**config.mk**
```make
export PLATFORM = sky130hd
export DESIGN_NAME = rxbuf_pause_gen
export DESIGN_NICKNAME = d
export VERILOG_FILES = /design/src/rtl/rpg_pkg.sv /design/src/rtl/rpg_gate.sv /design/src/rtl/rpg_refresh_timer.sv /design/src/rtl/rpg_fsm.sv /design/src/rtl/rxbuf_pause_gen.sv
export SDC_FILE = /design/constraint.sdc
export NUM_CORES = 1
export LEC_CHECK = 0
export ABC_CLOCK_PERIOD_IN_PS = 7010
export CELL_PAD_IN_SITES_DETAIL_PLACEMENT = 0
export CELL_PAD_IN_SITES_GLOBAL_PLACEMENT = 2
export CORE_MARGIN = 2
export CORE_UTILIZATION = 39
export DETAILED_ROUTE_END_ITERATION = 10
export DONT_BUFFER_PORTS = 1
export PLACE_DENSITY_LB_ADDON = 0.1
export SLEW_MARGIN = 20
export SYNTH_ARGS = -nofsm -noshare
export SYNTH_HDL_FRONTEND = slang
export SYNTH_SLANG_ARGS = --single-unit
```
**constraint.sdc**
```tcl
create_clock -name clk -period 7.01 [get_ports clk]
set_clock_uncertainty 0.05 [all_clocks]
set_input_delay 1.0515 -clock clk [delete_from_list [all_inputs] [get_ports clk]]
set_output_delay 1.0515 -clock clk [all_outputs]
set_load 0.05 [all_outputs]
```
**src/rtl/rpg_pkg.sv**
```systemverilog
package rpg_pkg;
  typedef enum logic {
    ST_RUN    = 1'b0,
    ST_PAUSED = 1'b1
  } rpg_state_e;
endpackage

```
**src/rtl/rpg_gate.sv**
```systemverilog
module rpg_gate #(
  parameter int SPACE_W  = 12,
  parameter int QUANTA_W = 16
) (
  input  logic                enable,
  input  logic                full_duplex,
  input  logic [SPACE_W-1:0]  thr_on,
  input  logic [SPACE_W-1:0]  thr_off,
  input  logic [QUANTA_W-1:0] pause_quanta,
  output logic                gen_ok
);
  function automatic logic pair_valid(input logic [SPACE_W-1:0] lo,
                                      input logic [SPACE_W-1:0] hi);
    return hi > lo;
  endfunction

  function automatic logic quanta_valid(input logic [QUANTA_W-1:0] q);
    return q != '0;
  endfunction

  logic link_ok;
  logic cfg_ok;

  assign link_ok = enable && full_duplex;
  assign cfg_ok  = pair_valid(thr_on, thr_off) && quanta_valid(pause_quanta);
  assign gen_ok  = link_ok && cfg_ok;
endmodule

```
**src/rtl/rpg_refresh_timer.sv**
```systemverilog
module rpg_refresh_timer #(
  parameter int REFRESH_W = 16
) (
  input  logic                 clk,
  input  logic                 rst_n,
  input  logic                 run,
  input  logic                 clr,
  input  logic [REFRESH_W-1:0] period,
  output logic                 due
);
  logic [REFRESH_W-1:0] cnt;
  logic                 below_limit;

  assign below_limit = cnt < period;
  assign due         = (period != '0) && !below_limit;

  always_ff @(posedge clk) begin
    if (!rst_n) begin
      cnt <= '0;
    end else if (clr || !run) begin
      cnt <= '0;
    end else if (below_limit) begin
      cnt <= cnt + REFRESH_W'(1);
    end
  end

  AST_TIMER_STEPS: assert property (@(posedge clk) disable iff (!rst_n)
    (run && !clr && below_limit) |=> (cnt == $past(cnt) + REFRESH_W'(1)));
  AST_TIMER_RESTART: assert property (@(posedge clk) disable iff (!rst_n)
    clr |=> (cnt == '0));
endmodule

```
**src/rtl/rpg_fsm.sv**
```systemverilog
module rpg_fsm
  import rpg_pkg::*;
#(
  parameter int SPACE_W  = 12,
  parameter int QUANTA_W = 16
) (
  input  logic                clk,
  input  logic                rst_n,
  input  logic                gen_ok,
  input  logic [SPACE_W-1:0]  free_space,
  input  logic [SPACE_W-1:0]  thr_on,
  input  logic [SPACE_W-1:0]  thr_off,
  input  logic [QUANTA_W-1:0] pause_quanta,
  input  logic                refresh_due,
  input  logic                tx_done,
  output logic                req_valid,
  output logic [QUANTA_W-1:0] req_quanta,
  output logic                paused,
  output logic                timer_clr
);
  function automatic logic space_low(input logic [SPACE_W-1:0] fs,
                                     input logic [SPACE_W-1:0] t);
    return fs < t;
  endfunction

  function automatic logic space_high(input logic [SPACE_W-1:0] fs,
                                      input logic [SPACE_W-1:0] t);
    return fs > t;
  endfunction

  rpg_state_e state;
  logic       idle_ok;
  logic       below;
  logic       above;
  logic       issue_on;
  logic       issue_off;
  logic       issue_ref;
  logic       acked;

  assign idle_ok   = gen_ok && !req_valid;
  assign below     = space_low(free_space, thr_on);
  assign above     = space_high(free_space, thr_off);
  assign issue_on  = idle_ok && (state == ST_RUN) && below;
  assign issue_off = idle_ok && (state == ST_PAUSED) && above;
  assign issue_ref = idle_ok && (state == ST_PAUSED) && !above && refresh_due;
  assign acked     = req_valid && tx_done;
  assign paused    = (state == ST_PAUSED);
  assign timer_clr = issue_on || issue_ref;

  always_ff @(posedge clk) begin
    if (!rst_n) begin
      state      <= ST_RUN;
      req_valid  <= 1'b0;
      req_quanta <= '0;
    end else if (!gen_ok) begin
      state     <= ST_RUN;
      req_valid <= 1'b0;
    end else if (req_valid) begin
      if (acked) req_valid <= 1'b0;
    end else if (issue_on) begin
      state      <= ST_PAUSED;
      req_valid  <= 1'b1;
      req_quanta <= pause_quanta;
    end else if (issue_off) begin
      state      <= ST_RUN;
      req_valid  <= 1'b1;
      req_quanta <= '0;
    end else if (issue_ref) begin
      req_valid  <= 1'b1;
      req_quanta <= pause_quanta;
    end
  end

  AST_ON_NEEDS_LOW: assert property (@(posedge clk) disable iff (!rst_n)
    ($rose(req_valid) && $past(state) == ST_RUN) |-> ($past(free_space) < $past(thr_on)));
  AST_ON_QUANTA: assert property (@(posedge clk) disable iff (!rst_n)
    ($rose(req_valid) && $past(state) == ST_RUN) |-> (req_quanta == $past(pause_quanta) && paused));
  AST_OFF_NEEDS_SPACE: assert property (@(posedge clk) disable iff (!rst_n)
    ($rose(req_valid) && req_quanta == '0) |-> ($past(free_space) > $past(thr_off) && !paused));
  AST_HOLD_UNTIL_DONE: assert property (@(posedge clk) disable iff (!rst_n)
    (req_valid && !tx_done && gen_ok) |=> (req_valid && $stable(req_quanta)));
  AST_DROP_ON_DONE: assert property (@(posedge clk) disable iff (!rst_n)
    (req_valid && tx_done) |=> !req_valid);
  AST_INVALID_QUIET: assert property (@(posedge clk) disable iff (!rst_n)
    !gen_ok |=> (!req_valid && !paused));
endmodule

```
**src/rtl/rxbuf_pause_gen.sv**
```systemverilog
module rxbuf_pause_gen #(
  parameter int SPACE_W   = 12,
  parameter int QUANTA_W  = 16,
  parameter int REFRESH_W = 16
) (
  input  logic                 clk,
  input  logic                 rst_n,
  input  logic                 enable,
  input  logic                 full_duplex,
  input  logic [SPACE_W-1:0]   free_space,
  input  logic [SPACE_W-1:0]   thr_on,
  input  logic [SPACE_W-1:0]   thr_off,
  input  logic [QUANTA_W-1:0]  pause_quanta,
  input  logic [REFRESH_W-1:0] refresh_period,
  input  logic                 tx_done,
  output logic                 req_valid,
  output logic [QUANTA_W-1:0]  req_quanta
);
  logic gen_ok;
  logic paused;
  logic timer_clr;
  logic refresh_due;

  rpg_gate #(.SPACE_W(SPACE_W), .QUANTA_W(QUANTA_W)) u_gate (
    .enable(enable), .full_duplex(full_duplex), .thr_on(thr_on),
    .thr_off(thr_off), .pause_quanta(pause_quanta), .gen_ok(gen_ok)
  );

  rpg_refresh_timer #(.REFRESH_W(REFRESH_W)) u_timer (
    .clk(clk), .rst_n(rst_n), .run(paused), .clr(timer_clr),
    .period(refresh_period), .due(refresh_due)
  );

  rpg_fsm #(.SPACE_W(SPACE_W), .QUANTA_W(QUANTA_W)) u_fsm (
    .clk(clk), .rst_n(rst_n), .gen_ok(gen_ok), .free_space(free_space),
    .thr_on(thr_on), .thr_off(thr_off), .pause_quanta(pause_quanta),
    .refresh_due(refresh_due), .tx_done(tx_done), .req_valid(req_valid),
    .req_quanta(req_quanta), .paused(paused), .timer_clr(timer_clr)
  );

  AST_HALF_DUPLEX_QUIET: assert property (@(posedge clk) disable iff (!rst_n)
    (!full_duplex || !enable) |=> !req_valid);
  AST_NO_OFF_AFTER_DROP: assert property (@(posedge clk) disable iff (!rst_n)
    (paused && !full_duplex) |=> !paused);
endmodule

```
==> reports/qor.csv, run 1 <==
stage;metric;value;unit
clock_network;numCtsBuffers;5;
routing;via_per_inst;5.61;
synthesis;synth_compound_area_share;20.0;%
pwr;vdd_drop_max;82.9;uV
synthesis;synth-seq-cells;34;
sta;setup_tns;0;ns
die;fp.dieH;87.2;um
pwr;power.share.clock;44.3;%
clock_network;cts_hold_buf;0;
routing;final_antenna_net_count;0;
synthesis;synthAdderAreaFrac;23.6;%
clock_network;clkLatencyLatePin;0.29;ns
synthesis;synth_area;2700;um^2
sta;drv_slew;0;
clock_network;htreeDepth;2;
worst_setup_path;critPathMaxFanout;19;
synthesis;syn_avg_cell_area;8.62;um^2
die;initial_core_util;39.9;%
cells_and_area;drive_gt1_share;9.21;%
place;dp_hpwl;5350;um
place;port_buffers;0;
routing;drc;0;
sta;fin_hold_ws;0.479;ns
clock_network;cts_tree;yes;
sta;setup_viol;0;
worst_setup_path;path_class;primary input to flop;
sta;period_minus_slack;3.34;ns
pwr;p_switching;0.000125;W
routing;drt_pass1_iterations;4;
job;max_cap_violations;0;
clock_network;cts-root-buf;clkbuf_8;
clock_network;cts_buffer_depth;2;
synthesis;yosys_warnings;0;
worst_setup_path;crit_required;7.18;ns
synthesis;synthArstFlopShare;0;%
die;die_w;87.2;um
global_route;grt.overflow.total;0;
cells_and_area;nets;438;
global_route;grt_pass1_wl;10200;um
synthesis;synthCells;313;
synthesis;syn-num-nets;437;
clock_network;path_clk_slew;0.08;ns
sta;achievable-frequency;299;MHz
worst_setup_path;arrival;3.51;ns
pwr;combPwrFrac;13.3;%
synthesis;synth-edff-count;0;
synthesis;synth_top_family_by_area;adder cells;
synthesis;synth_mux_area_share;0.371;%
die;io_pins;90;
routing;drt_iter0_drc;76;
die;fp-row-count;30;
pwr;p_leak;1.28;nW
routing;wl_per_cell;16.3;um
global_route;grt_max_degree;20;
synthesis;seq_area_frac_synth;25.2;%
cells_and_area;antennaDiodeCount;0;
pwr;sw_frac_of_total;25.4;%
clock_network;cts_resized;0;
clock_network;clock-sinks;34;
global_route;grt_pass1_vias;2184;
die;core_area;6760;um^2
worst_setup_path;cp-start-kind;primary input;
sta;hold_viol_final;0;
status;outcome;finished, final reports clean;
pwr;powerDensity;170;nW/um^2
synthesis;synth-main-ff-cell;dfxtp_1;
routing;num_vias;2215;
synthesis;synth_cell_types;47;
synthesis;synthSimpleGateAreaFrac;18.5;%
pwr;power_frac_seq;42.4;%
die;die_area;7600;um^2
cells_and_area;syn_to_final_growth;7.51;%
routing;wirelength;6440;um
sta;relSlewSlack;52.3;%
worst_hold_path;hp-class;flop to flop;
cells_and_area;final_common_cell;ha_1;
sta;rsz0062_at_grt;false;
synthesis;synthXorXnorAreaFrac;4.87;%
cells_and_area;layout_common_cells;51 x ha_1, 44 x inv_1, 34 x dfxtp_1;
pwr;intPower;0.000368;W
clock_network;cts_setup_buffers;0;
worst_setup_path;worstSetupEndpointType;flop;
sta;min_period_over_period;47.6;%
sta;worst_pin_slew;0.714;ns
global_route;grt_usage;17.0;%
global_route;antenna_found_initial;0;
place;place_congestion;0.775;
==> kinds of logic (layout without fill, tap and decap cells) <==
family | after synthesis | in the layout
simple gates | 97 | 97
compound gates | 65 | 65
fa+ha+maj | 51 | 51
buf+inv | 50 | 52
flops | 34 | 34
xor+xnor | 15 | 15
mux | 1 | 1
==> per-layer routing <==
layer,vias to the layer above,global-route usage [%],part of all wire [%]
met4,0,5.31,1.2
met2,61,30.0,50
met5,-,0,0
met3,7,3.70,6.3
met1,990,20.6,43
li1,1157,-,-
==> final cells by class <==
cell class                      instances  area [um^2]
Tap cell                               80          100
Multi-Input combinational cell        229         1820
Inverter                               44          165
Fill cell                             718         3850
Sequential cell                        34          681
Clock inverter                          3         68.8
Clock buffer                            5         68.8
==> registers in the layout (all words and copies together), names as in the netlist <==
name	flops
u_fsm.req_valid	1
u_timer.cnt	16
u_fsm.req_quanta	16
u_fsm.paused	1
==> through the flow <==
step,area (um^2),setup WS (ns),instances,util [%],power [W]
after floorplan,2700,4.00,313,-,0.000267
final,2900,3.67,395,42.9,0.000493
after global routing,2900,3.51,395,42.9,0.000518
after global placement,2760,3.36,387,40.9,0.000279
after CTS,2900,3.65,395,42.9,0.000501
after detailed placement,2760,3.35,387,40.9,0.000280
==> path summary, 6_finish.rpt <==
| path | startpoint | endpoint | slack [ns] | cells after the start |
|---|---|---|---|---|
| max | refresh_period[15] | u_fsm.req_quanta[3] | 3.67 | 9 |
| min | u_fsm.paused | u_fsm.paused | 0.48 | 2 |
| max reg2reg | u_timer.cnt[13] | u_fsm.req_quanta[3] | 4.08 | 8 |
| min reg2reg | u_fsm.paused | u_fsm.paused | 0.48 | 2 |
==> critical path, cell delays in order <==
cell      delay (ns)
inv_1           0.02
ha_1            0.30
nand2_1         0.06
o21ai_0         0.36
a41oi_1         0.17
a21oi_4         0.46
nand3_1         0.20
a211oi_4        0.66
a32o_1          0.22
==> cells in the mapped netlist, types with 2 or more instances <==
cell type / instances / share of area (%)
ha_1: 51 / 24
inv_1: 44 / 6.1
dfxtp_1: 34 / 25
nor2_1: 27 / 3.8
a21oi_1: 17 / 3.2
nand2_1: 14 / 1.9
xnor2_1: 14 / 4.5
nand4_1: 12 / 2.8
nor4_1: 11 / 2.5
a32o_2: 10 / 4.2
nor3_1: 10 / 1.9
nand3_1: 8 / 1.5
o21ai_0: 7 / 1.3
a32o_1: 6 / 2.2
nor2b_1: 4 / 0.93
o211ai_1: 4 / 1.1
o21ai_1: 4 / 0.74
and4_1: 3 / 0.97
clkbuf_1: 3 / 0.42
and3_1: 2 / 0.46
or3_1: 2 / 0.46
==> power groups by stage <==
| stage | logic, W | clock network [W] | registers, W |
|---|---|---|---|
| after global placement | 0.0000655 | 0 | 0.000214 |
| after detailed placement | 0.0000661 | 0 | 0.000214 |
| after floorplan | 0.0000541 | 0 | 0.000213 |
| final | 0.0000656 | 0.000219 | 0.000209 |
| after CTS | 0.0000666 | 0.000225 | 0.000209 |
| after global routing | 0.0000777 | 0.000230 | 0.000210 |
No activity file was read; power rests on OpenSTA's default activity.
==> run 2, diff against run 1 <==
Settings changed: ABC_AREA set to 1, ABC_CLOCK_PERIOD_IN_PS 7010 to 3000, CORE_UTILIZATION 39 to 31.
Clock period 7.01 ns to 3 ns, I/O delays scaled along.
==> run 2 against run 1 <==
Compared with the run above: die area grew 52%; critical endpoint is now u_fsm.req_quanta[15]; highest routed layer unchanged; total power is 110% higher; count of clock-buffer cells in the layout unchanged; non-clock buffer count is 3 higher; sequential share of layout area down 4.0 points; register-to-register slack got worse by 3.5 ns.
==> reports/qor.csv, run 2 <==
stage;metric;value;unit;change
worst_setup_path;critPathMaxFanout;33;;+14
synthesis;yosys_warnings;0;;unchanged
sta;min_period_over_period;80.4;%;
clock_network;clkLatencyLatePin;0.28;ns;about the same
routing;final_antenna_net_count;0;;unchanged
cells_and_area;final_common_cell;nand2_1;;
synthesis;synthXorXnorAreaFrac;2.91;%;-2.0 points
routing;drt_pass1_iterations;4;;unchanged
sta;rsz0062_at_grt;false;;
clock_network;clock-sinks;34;;unchanged
clock_network;numCtsBuffers;5;;unchanged
worst_setup_path;worstSetupEndpointType;flop;;
worst_setup_path;path_cells;ha_1, nand2_1, inv_1, o21ai_0, a21oi_1, nor2_1, nand2_2, nand3_2, buf_4, nand3_1, nand2_1, nor2_1;;
synthesis;synth-edff-count;0;;unchanged
sta;setup_viol;0;;unchanged
worst_setup_path;path_class;flop to flop;;
synthesis;synth_area;3310;um^2;+23%
cells_and_area;fin_cells;644;;+63%
sta;relSlewSlack;63.1;%;+11 points
synthesis;syn-num-nets;634;;+45%
synthesis;syn_avg_cell_area;6.49;um^2;-25%
routing;num_vias;2960;;+34%
place;pre_cts_slack;0.442;ns;-2.91 ns
place;port_buffers;0;;unchanged
global_route;grt.overflow.total;0;;unchanged
worst_setup_path;crit_required;3.13;ns;-4.05 ns
global_route;grt_usage;14.7;%;-2.3 points
die;die_w;107;um;+23%
die;core_area;10400;um^2;+53%
worst_setup_path;r2r_start;u_timer.cnt[10];;
worst_setup_path;path_buf_inv;2;;+1
pwr;vdd_drop_max;155;uV;+87%
clock_network;path_clk_slew;0.08;ns;about the same
clock_network;cts_buffer_depth;2;;unchanged
synthesis;synth_top_family_by_area;simple AND/OR/NAND/NOR gates;;
status;outcome;finished, final reports clean;;
synthesis;synth-seq-cells;34;;unchanged
cells_and_area;drive_gt1_share;7.28;%;-1.9 points
sta;period_minus_slack;2.41;ns;
worst_hold_path;min_from;rst_n;;
synthesis;synthArstFlopShare;0;%;unchanged
clock_network;htreeDepth;2;;unchanged
synthesis;ys_top_cells_by_area;dfxtp_1 21%, ha_1 19%, nand2_1 13%;;
clock_network;cts_tree;yes;;
pwr;total_power;0.00103;W;+110%
routing;wl_per_cell;13.0;um;-20%
cells_and_area;utilization;33.7;%;-9.3 points
worst_setup_path;arrival;2.54;ns;-0.97 ns
sta;worst_pin_slew;0.553;ns;-0.161 ns
synthesis;synth_compound_area_share;10.0;%;-10 points
synthesis;synth_top_area_share;20.6;%;-4.7 points
global_route;grt_pass1_wl;13500;um;+33%
global_route;antenna_found_initial;0;;unchanged
routing;drt-met1-wl;3790;um;+38%
place;place_congestion;0.786;;+1.5%
cells_and_area;top_regs;u_fsm.req_quanta x16, u_timer.cnt x16;;
cells_and_area;antennaDiodeCount;0;;unchanged
sta;setup_tns;0;ns;unchanged
worst_setup_path;worst_path_max_delay_cell;dfxtp_1;;
clock_network;cts_setup_buffers;0;;unchanged
die;fp-row-count;37;;+23%
pwr;p_leak;1.82;nW;+43%
sta;layout_setup_ws;0.588;ns;-3.08 ns
routing;wl_met3;460;um;+13%
cells_and_area;syn_to_final_growth;5.52;%;
synthesis;synth_common_cells;114 x nand2_1, 99 x inv_1, 60 x nor2_1;;
worst_hold_path;hp-class;primary input to flop;;
die;fp.dieH;107;um;+23%
sta;drv_slew;0;;unchanged
global_route;grt_max_degree;34;;+70%
worst_setup_path;critPathMaxStageDelay;0.46;ns;-0.20 ns
cells_and_area;nets;632;;+44%
sta;hold_viol_final;0;;unchanged
pwr;powerDensity;295;nW/um^2;+73%
worst_setup_path;worstRegToRegCells;12;;+4
synthesis;synth_mux_area_share;0;%;-0.37 points
routing;via_per_inst;4.60;;-18%
clock_network;cts_resized;0;;unchanged
routing;drc;0;;unchanged
cells_and_area;fillers;1201;;+67%
synthesis;synth_most_common_cell;nand2_1;;
routing;top_layer;met4;;
worst_hold_path;hold_depth;2;;unchanged
synthesis;synthSimpleGateAreaFrac;33.1;%;+15 points
synthesis;seq_area_frac_synth;20.6;%;-4.7 points
synthesis;synth_area_leader_cell;dfxtp_1;;
place;dp_hpwl;6820;um;+27%
synthesis;synth-main-ff-cell;dfxtp_1;;
place;dpl.cell_count;637;;+65%
routing;dr_wl_met2;4100;um;+28%
routing;drt_iter0_drc;98;;+29%
die;initial_core_util;31.9;%;-8.0 points
routing;wirelength;8400;um;+30%
worst_setup_path;path_delay_family;simple AND/OR/NAND/NOR gates;;
die;io_pins;90;;unchanged
worst_setup_path;cp-start-kind;flop;;
cells_and_area;regArea;681;um^2;unchanged
die;die_area;11500;um^2;+52%
job;max_cap_violations;0;;unchanged
sta;achievable-frequency;415;MHz;
worst_setup_path;cp-startpoint;u_timer.cnt[10];;
cells_and_area;multi_input_area;2160;um^2;+19%
synthesis;synthAdderAreaFrac;19.3;%;-4.4 points
synthesis;synth_cell_types;29;;-38%
clock_network;cts_hold_buf;0;;unchanged
synthesis;synthCells;510;;+63%
worst_setup_path;cp_num_cells;12;;+3
clock_network;cts-root-buf;clkbuf_8;;
cells_and_area;layout_common_cells;114 x nand2_1, 99 x inv_1, 60 x nor2_1;;
global_route;grt_pass1_vias;2856;;+31%
-- run 2: cell types whose count changed after synthesis, moves of 10 or more --
cell | previous run | this run
nand2_1 | 14 | 114
inv_1 | 44 | 99
a21oi_1 | 17 | 51
nor2_1 | 27 | 60
nand3_2 | 0 | 17
a32o_2 | 10 | 0
xnor2_1 | 14 | 4
-- run 2: cells by family after synthesis --
family          Yosys count
compound gates           63
flops                    34
buf+inv                 113
xor+xnor                 11
simple gates            238
fa+ha+maj                51
-- run 2: layer usage --
layer	track usage, %	vias up
met3	4.12	4
met1	18.0	1297
met2	26.0	53
met4	2.47	0
li1	-	1606
met5	0	-
-- run 2: through the flow --
| step | hold slack [ns] | instance area, um^2 |
|---|---|---|
| after floorplan | 0.418 | 3310 |
| after global placement | 0.454 | 3410 |
| after detailed placement | 0.457 | 3410 |
| after CTS | 0.215 | 3490 |
| after global routing | 0.213 | 3490 |
| final | 0.231 | 3490 |
-- run 2: worst paths after layout --
kind | slack, ns | to
max reg2reg | 0.59 | u_fsm.req_quanta[15]
max | 0.59 | u_fsm.req_quanta[15]
min | 0.23 | u_fsm.req_quanta[1]
min reg2reg | 0.46 | u_timer.cnt[3]
-- run 2: layout make-up --
class	instances	share of cell area, %
Timing Repair Buffer	3	0.645
Tap cell	136	4.87
Clock inverter	2	0.287
Sequential cell	34	19.5
Multi-Input combinational cell	363	61.9
Inverter	101	10.9
Clock buffer	5	1.97
-- run 2: worst register-to-register path, stage by stage (launching register included) --
cell and delay [ns]:
dfxtp_1 0.46, ha_1 0.28, nand2_1 0.06, inv_1 0.05
o21ai_0 0.07, a21oi_1 0.08, nor2_1 0.18, nand2_2 0.27
nand3_2 0.18, buf_4 0.38, nand3_1 0.14, nand2_1 0.08
nor2_1 0.04
-- run 2: report_power, final --
part / switching [W] / internal, W
sequential: 0.0000493 / 0.000463
clock: 0.000172 / 0.000156
combinational: 0.000111 / 0.0000798
total: 0.000331 / 0.000699
